==> src/rtl/busreset_pkg.sv <==
package busreset_pkg;

   // Line pair encoded as {D+, D-}
   typedef enum logic [1:0] {
      LS_SE0 = 2'b00,
      LS_K   = 2'b01,
      LS_J   = 2'b10,
      LS_SE1 = 2'b11
   } line_state_e;

   // Level of the line pair while the bus is idle
   localparam logic [1:0] LINE_IDLE = LS_J;

   function automatic logic is_se0(input logic [1:0] pn);
      return (line_state_e'(pn) == LS_SE0);
   endfunction

endpackage

==> src/rtl/busreset_sync.sv <==
module busreset_sync #(
   parameter int unsigned WIDTH   = 2,
   parameter int unsigned STAGES  = 2,
   parameter logic [WIDTH-1:0] RST_VAL = '0
) (
   input  logic             clk_i,
   input  logic             rst_ni,
   input  logic [WIDTH-1:0] d_i,
   output logic [WIDTH-1:0] q_o
);

   if (STAGES < 2) begin : g_bad_stages
      $error("busreset_sync: STAGES must be at least 2");
   end
   if (WIDTH < 1) begin : g_bad_width
      $error("busreset_sync: WIDTH must be at least 1");
   end

   logic [STAGES-1:0][WIDTH-1:0] chain_q;

   always_ff @(posedge clk_i or negedge rst_ni) begin
      if (!rst_ni) begin
         for (int i = 0; i < int'(STAGES); i++) chain_q[i] <= RST_VAL;
      end else begin
         chain_q[0] <= d_i;
         for (int i = 1; i < int'(STAGES); i++) chain_q[i] <= chain_q[i-1];
      end
   end

   assign q_o = chain_q[STAGES-1];

endmodule

==> src/rtl/busreset_se0_timer.sv <==
module busreset_se0_timer #(
   parameter int unsigned THRESH = 168
) (
   input  logic clk_i,
   input  logic rst_ni,
   input  logic se0_i,
   output logic hit_o
);

   localparam int unsigned CW = $clog2(THRESH + 1);
   localparam logic [CW-1:0] LIMIT = CW'(THRESH);
   localparam logic [CW-1:0] LAST  = CW'(THRESH - 1);

   if (THRESH < 2) begin : g_bad_thresh
      $error("busreset_se0_timer: THRESH must be at least 2");
   end

   logic [CW-1:0] run_q;

   // The count starts again on any break and holds at LIMIT
   always_ff @(posedge clk_i or negedge rst_ni) begin
      if (!rst_ni)               run_q <= '0;
      else if (!se0_i)           run_q <= '0;
      else if (run_q != LIMIT)   run_q <= run_q + 1'b1;
   end

   // Only the step into LIMIT counts as a hit
   assign hit_o = se0_i && (run_q == LAST);

   a_r8_run_saturates: assert property (@(posedge clk_i) disable iff (!rst_ni)
      run_q <= LIMIT);

   a_r2_hit_reaches_limit: assert property (@(posedge clk_i) disable iff (!rst_ni)
      hit_o |=> (run_q == LIMIT));

endmodule

==> src/rtl/busreset_event.sv <==
module busreset_event (
   input  logic clk_i,
   input  logic rst_ni,
   input  logic se0_i,
   input  logic hit_i,
   input  logic clr_i,
   input  logic boot_wait_i,
   output logic stat_o,
   output logic irq_o,
   output logic wipe_o,
   output logic abort_o
);

   logic stat_q, irq_q, wipe_q, abort_q, armed_q;

   always_ff @(posedge clk_i or negedge rst_ni) begin
      if (!rst_ni) begin
         stat_q  <= 1'b0;
         irq_q   <= 1'b0;
         wipe_q  <= 1'b0;
         abort_q <= 1'b0;
         armed_q <= 1'b0;
      end else begin
         // A recognition on the same edge beats a clear
         stat_q  <= hit_i | (stat_q & ~clr_i);
         wipe_q  <= hit_i;
         abort_q <= hit_i & boot_wait_i;
         irq_q   <= armed_q & ~se0_i;
         if (hit_i)                armed_q <= 1'b1;
         else if (!se0_i)          armed_q <= 1'b0;
      end
   end

   assign stat_o  = stat_q;
   assign irq_o   = irq_q;
   assign wipe_o  = wipe_q;
   assign abort_o = abort_q;

   a_r4_stat_sticky: assert property (@(posedge clk_i) disable iff (!rst_ni)
      (stat_q && !clr_i) |=> stat_q);

   a_r7_irq_one_cycle: assert property (@(posedge clk_i) disable iff (!rst_ni)
      irq_q |=> !irq_q);

   a_r5_wipe_one_cycle: assert property (@(posedge clk_i) disable iff (!rst_ni)
      wipe_q |=> !wipe_q);

endmodule

==> src/rtl/busreset_watch.sv <==
module busreset_watch #(
   parameter int unsigned SYNC_STAGES  = 2,
   parameter int unsigned THRESH_CLKS  = 168,
   parameter int unsigned WIN_MIN_CLKS = 144,
   parameter int unsigned WIN_MAX_CLKS = 192,
   parameter bit          CHECK_WINDOW = 1'b1
) (
   input  logic clk_i,
   input  logic rst_ni,
   input  logic line_p_i,
   input  logic line_n_i,
   input  logic stat_clr_i,
   input  logic boot_wait_i,
   output logic stat_o,
   output logic irq_o,
   output logic addr_wipe_o,
   output logic boot_abort_o
);
   import busreset_pkg::*;

   if (CHECK_WINDOW) begin : g_window
      if (THRESH_CLKS < WIN_MIN_CLKS || THRESH_CLKS > WIN_MAX_CLKS) begin : g_bad
         $error("busreset_watch: THRESH_CLKS lies outside the acceptance window");
      end
   end

   logic [1:0] line_s;
   logic       se0;
   logic       hit;

   busreset_sync #(
      .WIDTH  (2),
      .STAGES (SYNC_STAGES),
      .RST_VAL(LINE_IDLE)
   ) i_sync (
      .clk_i (clk_i),
      .rst_ni(rst_ni),
      .d_i   ({line_p_i, line_n_i}),
      .q_o   (line_s)
   );

   assign se0 = is_se0(line_s);

   busreset_se0_timer #(
      .THRESH(THRESH_CLKS)
   ) i_timer (
      .clk_i (clk_i),
      .rst_ni(rst_ni),
      .se0_i (se0),
      .hit_o (hit)
   );

   busreset_event i_event (
      .clk_i      (clk_i),
      .rst_ni     (rst_ni),
      .se0_i      (se0),
      .hit_i      (hit),
      .clr_i      (stat_clr_i),
      .boot_wait_i(boot_wait_i),
      .stat_o     (stat_o),
      .irq_o      (irq_o),
      .wipe_o     (addr_wipe_o),
      .abort_o    (boot_abort_o)
   );

   a_r5_wipe_sets_stat: assert property (@(posedge clk_i) disable iff (!rst_ni)
      addr_wipe_o |-> stat_o);

   a_r6_abort_rides_wipe: assert property (@(posedge clk_i) disable iff (!rst_ni)
      boot_abort_o |-> addr_wipe_o);

   a_r7_irq_apart_from_wipe: assert property (@(posedge clk_i) disable iff (!rst_ni)
      irq_o |-> !addr_wipe_o);

endmodule

==> config.mk <==
export PLATFORM = sky130hd
export DESIGN_NAME = busreset_watch
export DESIGN_NICKNAME = d
export VERILOG_FILES = /design/src/rtl/busreset_pkg.sv /design/src/rtl/busreset_sync.sv /design/src/rtl/busreset_se0_timer.sv /design/src/rtl/busreset_event.sv /design/src/rtl/busreset_watch.sv
export SDC_FILE = /design/constraint.sdc
export NUM_CORES = 1
export LEC_CHECK = 0
export BUFFER_PORTS_ARGS = -buffer_cell sky130_fd_sc_hd__buf_4
export CAP_MARGIN = 10
export CORE_MARGIN = 2
export CORE_UTILIZATION = 57
export CTS_CLUSTER_DIAMETER = 40
export CTS_CLUSTER_SIZE = 8
export DETAILED_ROUTE_END_ITERATION = 16
export PLACE_DENSITY = 0.89
export SLEW_MARGIN = 10
export SYNTH_ARGS = -nofsm -noshare
export SYNTH_HDL_FRONTEND = slang
export SYNTH_HIERARCHICAL = 1
export SYNTH_SLANG_ARGS = --single-unit
==> constraint.sdc <==
create_clock -name clk_i -period 2.72 [get_ports clk_i]
set_input_delay 0.544 -clock clk_i [delete_from_list [all_inputs] [get_ports clk_i]]
set_output_delay 0.544 -clock clk_i [all_outputs]
set_load 0.01 [all_outputs]
==> results of run 1 <==
-- kinds of logic after synthesis --
group / Yosys count
adder cells (fa/ha/maj): 3
multiplexers: 3
flip-flops: 17
XOR/XNOR: 2
buffers and inverters: 8
AO/OA/AOI/OAI: 7
AND/OR/NAND/NOR: 25
-- registers in the layout (all words and copies together), names as in the netlist --
| signal | flops |
|---|---|
| i_event/wipe_o | 1 |
| i_event/armed_q | 1 |
| i_event/stat_o | 1 |
| i_sync/chain_q | 2 |
| i_timer/run_q | 8 |
| i_event/abort_o | 1 |
| i_event/irq_o | 1 |
| i_sync/q_o | 2 |
-- synthesized netlist by cell type (all sizes together) (2+ instances only) --
cell type	count	area [um2]
mux2i	3	30.0
a21boi	2	15.0
dfstp	2	52.6
buf	2	15.0
dfrtp	15	375
ha	3	37.5
or3	2	12.5
and2	3	18.8
o21ai	2	10.0
a21o	2	15.0
inv	5	18.8
nor3	2	15.0
nand2	9	33.8
xnor2	2	17.5
nand3	3	20.0
-- stage by stage --
step / std cells / setup WS [ns] / util
after floorplan: 65 / 1.39 / -
after global placement: 86 / 1.31 / 0.703
after detailed placement: 86 / 1.23 / 0.703
after CTS: 90 / 1.21 / 0.726
after global routing: 90 / 1.12 / 0.726
final: 90 / 1.25 / 0.726
-- area by class of cell --
type	instances	area [um2]
Sequential cell	17	428
Fill cell	71	317
Multi-Input combinational cell	40	274
Timing Repair Buffer	10	75.1
Clock buffer	4	26.3
Inverter	5	18.8
Tap cell	14	17.5
-- worst max-delay path, delay by kind of cell, from the launching register on --
family | cells | cell delay, ns
and+or+nand+nor | 3 | 0.99
DFF | 1 | 0.42
-- power groups by stage --
stage               clock network, mW  registers (mW)  logic [mW]
CTS                             0.136           0.261      0.0195
detailed placement                  0           0.266      0.0194
finish                          0.130           0.261      0.0190
global route                    0.144           0.262      0.0219
floorplan                           0           0.265     0.00888
global placement                    0           0.266      0.0184
-- routing by layer --
metal | track usage | up-vias | share of wire | routed length, um
met5 | 0 | - | 0 | 0
met2 | 0.278 | 7 | 0.47 | 501
met3 | 0.0333 | 2 | 0.029 | 31
met1 | 0.218 | 219 | 0.48 | 508
li1 | - | 236 | - | -
met4 | 0.0776 | 0 | 0.018 | 19
-- how the worst max path moves through the flow --
stage	depth (start not counted)	startpoint	endpoint	slack [ns]
after CTS	3	i_timer/run_q[4]$_DFFE_PN0P_	i_event/abort_o$_DFF_PN0_	1.21
after global routing	5	i_sync/q_o[1]$_DFF_PN1_	i_event/abort_o$_DFF_PN0_	1.12
after floorplan	5	i_sync/q_o[1]$_DFF_PN1_	i_event/abort_o$_DFF_PN0_	1.39
final	3	i_timer/run_q[4]$_DFFE_PN0P_	i_event/abort_o$_DFF_PN0_	1.25
after global placement	3	i_timer/run_q[4]$_DFFE_PN0P_	i_event/abort_o$_DFF_PN0_	1.31
after detailed placement	3	i_timer/run_q[4]$_DFFE_PN0P_	i_event/abort_o$_DFF_PN0_	1.23
==> impl_metrics.yaml, run 1 <==
outcome:
  outcome: "completed"
floorplanning:
  fp.dieH_um: 40.0
  fp-row-count: 12
  ios: 10
  start_util: 0.640
  chipWidth_um: 40.0
  placeableCoreArea_um2: 1160
  die_area_um2: 1600
power:
  p_sw_mw: 0.0864
  p_int_mw: 0.323
  finalPower_mw: 0.410
  p_clk_frac: 0.316
  p_sw_frac: 0.211
  combinationalPowerShare: 0.046
  ir_drop_v: 0.000336
  power_density_nw_per_um2: 488
  pwr-share-seq: 0.637
  p_leak_nw: 0.390
drt:
  postRouteAntennaNets: 0
  wl_per_cell_um: 11.8
  num_vias: 464
  drtIter0Drc: 6
  first_pass_iters: 3
  wl_um: 1060
  via_per_inst: 5.16
  drc: 0
yosys:
  ys_ff_latch: 17
  synth.area.mux_share: 0.0406
  syn_area_per_cell_um2: 11.4
  synthArstFlopShare: 1.00
  synthCells: 65
  seq_area_frac_synth: 0.579
  synth_top_family_by_area: "simple AND/OR/NAND/NOR gates"
  synth_edf_count: 0
  ys_warn_count: 6
  synth.distinct_cells: 25
  synthFlopType: "dfrtp_1"
  synth_compound_area_frac: 0.0643
  synth-adder-area-share: 0.0508
  syn-num-nets: 74
  synth_xor_area_frac: 0.0237
  synth_simple_gate_area_share: 0.191
  syn_area_um2: 739
setup_path:
  r2r_start: "i_timer/run_q[4]$_DFFE_PN0P_"
  crit_arrival_ns: 1.70
  rrSetupSlack_ns: 1.25
  reg2reg_depth: 3
  reg2reg_to: "i_event/abort_o$_DFF_PN0_"
  required_ns: 2.95
  endpoint_kind: "flop"
  cp_max_fo: 4
  slowest_stage: "nor4_1"
  path_class: "reg -> reg"
  start_kind: "flop"
  worstPathCellList: "nand4bb_1 > nor4_1 > and2_1"
  slowest_delay_ns: 0.53
clock_network:
  cts.sinks: 17
  hold_buffers: 0
  postCtsSetupBuffers: 0
  clk_pin_slew_worst_paths_ns: 0.09
  ctsResizeCount: 0
  clk_path_buf_depth: 2
  numCtsBuffers: 3
  clock_latency_ns: 0.28
  cts_tree: "built"
  cts_root_buf: "clkbuf_4"
  h-tree-depth: 1
timing:
  whs_ns: 0.102
  final-setup-viol-count: 0
  finalSetupTns_ns: 0
  max_freq_ghz: 0.678
  period_needed_ns: 1.47
  max_slew_margin: 0.618
  slew_violations: 0
  finalCritPeriodShare: 0.542
  finClkSkew_ns: 0.00242
  hold_viol: 0
  worstMarginPinSlew_ns: 0.568
  grt_setup_unrepaired: "false"
global_route:
  grt_pass1_vias: 426
  grt_pass1_wl_um: 1760
  gr-usage-all-layers: 0.171
  antenna_found_initial: 0
  grt_max_degree: 18
  overflow: 0
place:
  hpwl_um: 785
  place.gp.congestion: 0.737
  place_area_um2: 813
  numPortBuffers: 9
finish:
  final_cell_mix: "dfrtp_1 (15), buf_4 (10), nand2_1 (9), inv_1 (5)"
  design_area_um2: 840
  antenna_cells: 0
  drive_gt1_frac: 0.224
  final_common_cell: "dfrtp_1"
  layout-area-overhead-vs-synth_pct: 13.5
  fin_nets: 86
run:
  drv_cap: 0
min_path:
  min-delay-path-class: "in -> async"
Note: power is estimated with default switching activity, not from simulation.
==> run 2: changes to the inputs <==
- CORE_UTILIZATION: 57 -> 53
- PLACE_DENSITY: 0.89 -> 0.84
- clock period: 2.72 -> 1.5 ns (I/O delays scaled with it)
==> impl_metrics.yaml, run 2 (synthesis results as in run 1) <==
clock_network:
  cts_tree: "built"
  cts_root_buf: "clkbuf_4"
  postCtsSetupBuffers: 0
  clk_pin_slew_worst_paths_ns: 0.09
  numCtsBuffers: 3
  ctsResizeCount: 0
  cts.sinks: 17
  clk_path_buf_depth: 2
  h-tree-depth: 1
  clock_latency_ns: 0.28
timing:
  slew_violations: 0
  finalWorstSetupSlack_ns: 0.194
  finClkSkew_ns: 0.00661
  finalSetupTns_ns: 0
  finalCritPeriodShare: 0.871
  whs_ns: 0.120
  grt_setup_unrepaired: "false"
  worstMarginPinSlew_ns: 0.303
  period_needed_ns: 1.31
  max_slew_margin: 0.797
  final-setup-viol-count: 0
  max_freq_ghz: 0.766
  hold_viol: 0
finish:
  regMostFlops: "i_timer/run_q"
  multi_input_area_um2: 274
  final_core_util: 0.661
  final_common_cell: "dfrtp_1"
  layout-area-overhead-vs-synth_pct: 16.2
  seq_area_um2: 428
  drive_gt1_frac: 0.244
  fin_nets: 88
  final_cell_mix: "dfrtp_1 (15), buf_4 (11), nand2_1 (9), inv_1 (5)"
  largest_reg_flops: 8
  antenna_cells: 0
  num-fill-cells: 96
drt:
  drc: 0
  met1_length_um: 549
  via_per_inst: 5.39
  wl_met2_um: 614
  route.met3.wl_um: 42
  first_pass_iters: 4
  wl_um: 1220
  num_vias: 501
  topRoutingLayerUsed: "met4"
  drtIter0Drc: 14
  wl_per_cell_um: 13.1
  postRouteAntennaNets: 0
setup_path:
  crit_arrival_ns: 1.52
  r2r_start: "i_timer/run_q[4]$_DFFE_PN0P_"
  start_kind: "flop"
  rrSetupSlack_ns: 0.19
  path_class: "reg -> reg"
  reg2reg_to: "i_timer/run_q[1]$_DFFE_PN0P_"
  required_ns: 1.71
  cp_max_fo: 4
  reg2reg_depth: 3
  endpoint_kind: "flop"
run:
  drv_cap: 0
min_path:
  hold_end: "i_sync/chain_q[1]$_DFF_PN1_"
  hold_path_startpoint: "line_p_i"
  min-delay-path-class: "in -> reg"
  whs_path_depth: 1
power:
  ir_drop_v: 0.000780
  p_leak_nw: 0.402
  finalPower_mw: 0.747
  power_density_nw_per_um2: 869
global_route:
  grt_pass1_wl_um: 1990
  gr-usage-all-layers: 0.189
  grt_max_degree: 18
  overflow: 0
  grt_pass1_vias: 455
  antenna_found_initial: 0
floorplanning:
  placeableCoreArea_um2: 1300
  start_util: 0.568
  die_area_um2: 1710
  ios: 10
  fp-row-count: 13
  chipWidth_um: 41.4
  fp.dieH_um: 41.4
outcome:
  outcome: "completed"
place:
  place.gp.congestion: 0.771
  numPortBuffers: 9
  hpwl_um: 888
  place_ws_ns: 0.195
[run 2: changes by cell type in the layout (fill, tap and decap cells not counted), sizes merged]
cell / change
buf: +1
clkinv: +1
clkbuf: -1
dlygate4sd3: +1
[run 2: how the worst max path moves through the flow]
stage	start	slack, ns	endpoint	cells after the start
after global routing	i_timer/run_q[4]$_DFFE_PN0P_	0.09	i_event/abort_o$_DFF_PN0_	4
after CTS	i_timer/run_q[4]$_DFFE_PN0P_	0.17	i_timer/run_q[0]$_DFFE_PN0P_	3
after global placement	i_timer/run_q[4]$_DFFE_PN0P_	0.24	i_event/abort_o$_DFF_PN0_	4
after floorplan	i_sync/q_o[1]$_DFF_PN1_	0.17	i_event/abort_o$_DFF_PN0_	5
final	i_timer/run_q[4]$_DFFE_PN0P_	0.19	i_timer/run_q[1]$_DFFE_PN0P_	3
after detailed placement	i_timer/run_q[4]$_DFFE_PN0P_	0.19	i_timer/run_q[0]$_DFFE_PN0P_	3
[run 2: repair_timing]
item,in CTS,in global routing
hold buffers,1,0
setup endpoints to repair,0,0
hold endpoints to repair,15,0
[run 2: power by group]
| group | switching [mW] | internal, mW | total (mW) |
|---|---|---|---|
| Combinational | 0.0199 | 0.0166 | 0.0366 |
| Sequential | 0.00567 | 0.468 | 0.474 |
| Clock | 0.138 | 0.0988 | 0.237 |
| Total | 0.164 | 0.584 | 0.747 |
[run 2: routing by layer]
layer / GRT usage / up-vias
met1: 0.250 / 249
met4: 0.0968 / 0
li1: - / 238
met5: 0 / -
met2: 0.289 / 12
met3: 0.0479 / 2
[run 2: layout make-up]
cell class                 instances  area share
sequential                        17       0.498
multi-input combinational         40       0.319
timing repair buffer              12       0.108
clock buffer                       3      0.0262
inverter                           5      0.0218
tap                               15      0.0218
clock inverter                     1     0.00582
[run 2: through the flow]
step	std cells	area [um2]
finish	93	860
global route	93	860
CTS	93	860
detailed placement	88	822
global placement	88	822
floorplan	65	739
[run 2: worst max-delay path, stage by stage (launching register included)]
cell	delay, ns
dfrtp_1	0.44
nand4bb_1	0.26
nor3_2	0.33
mux2i_1	0.21
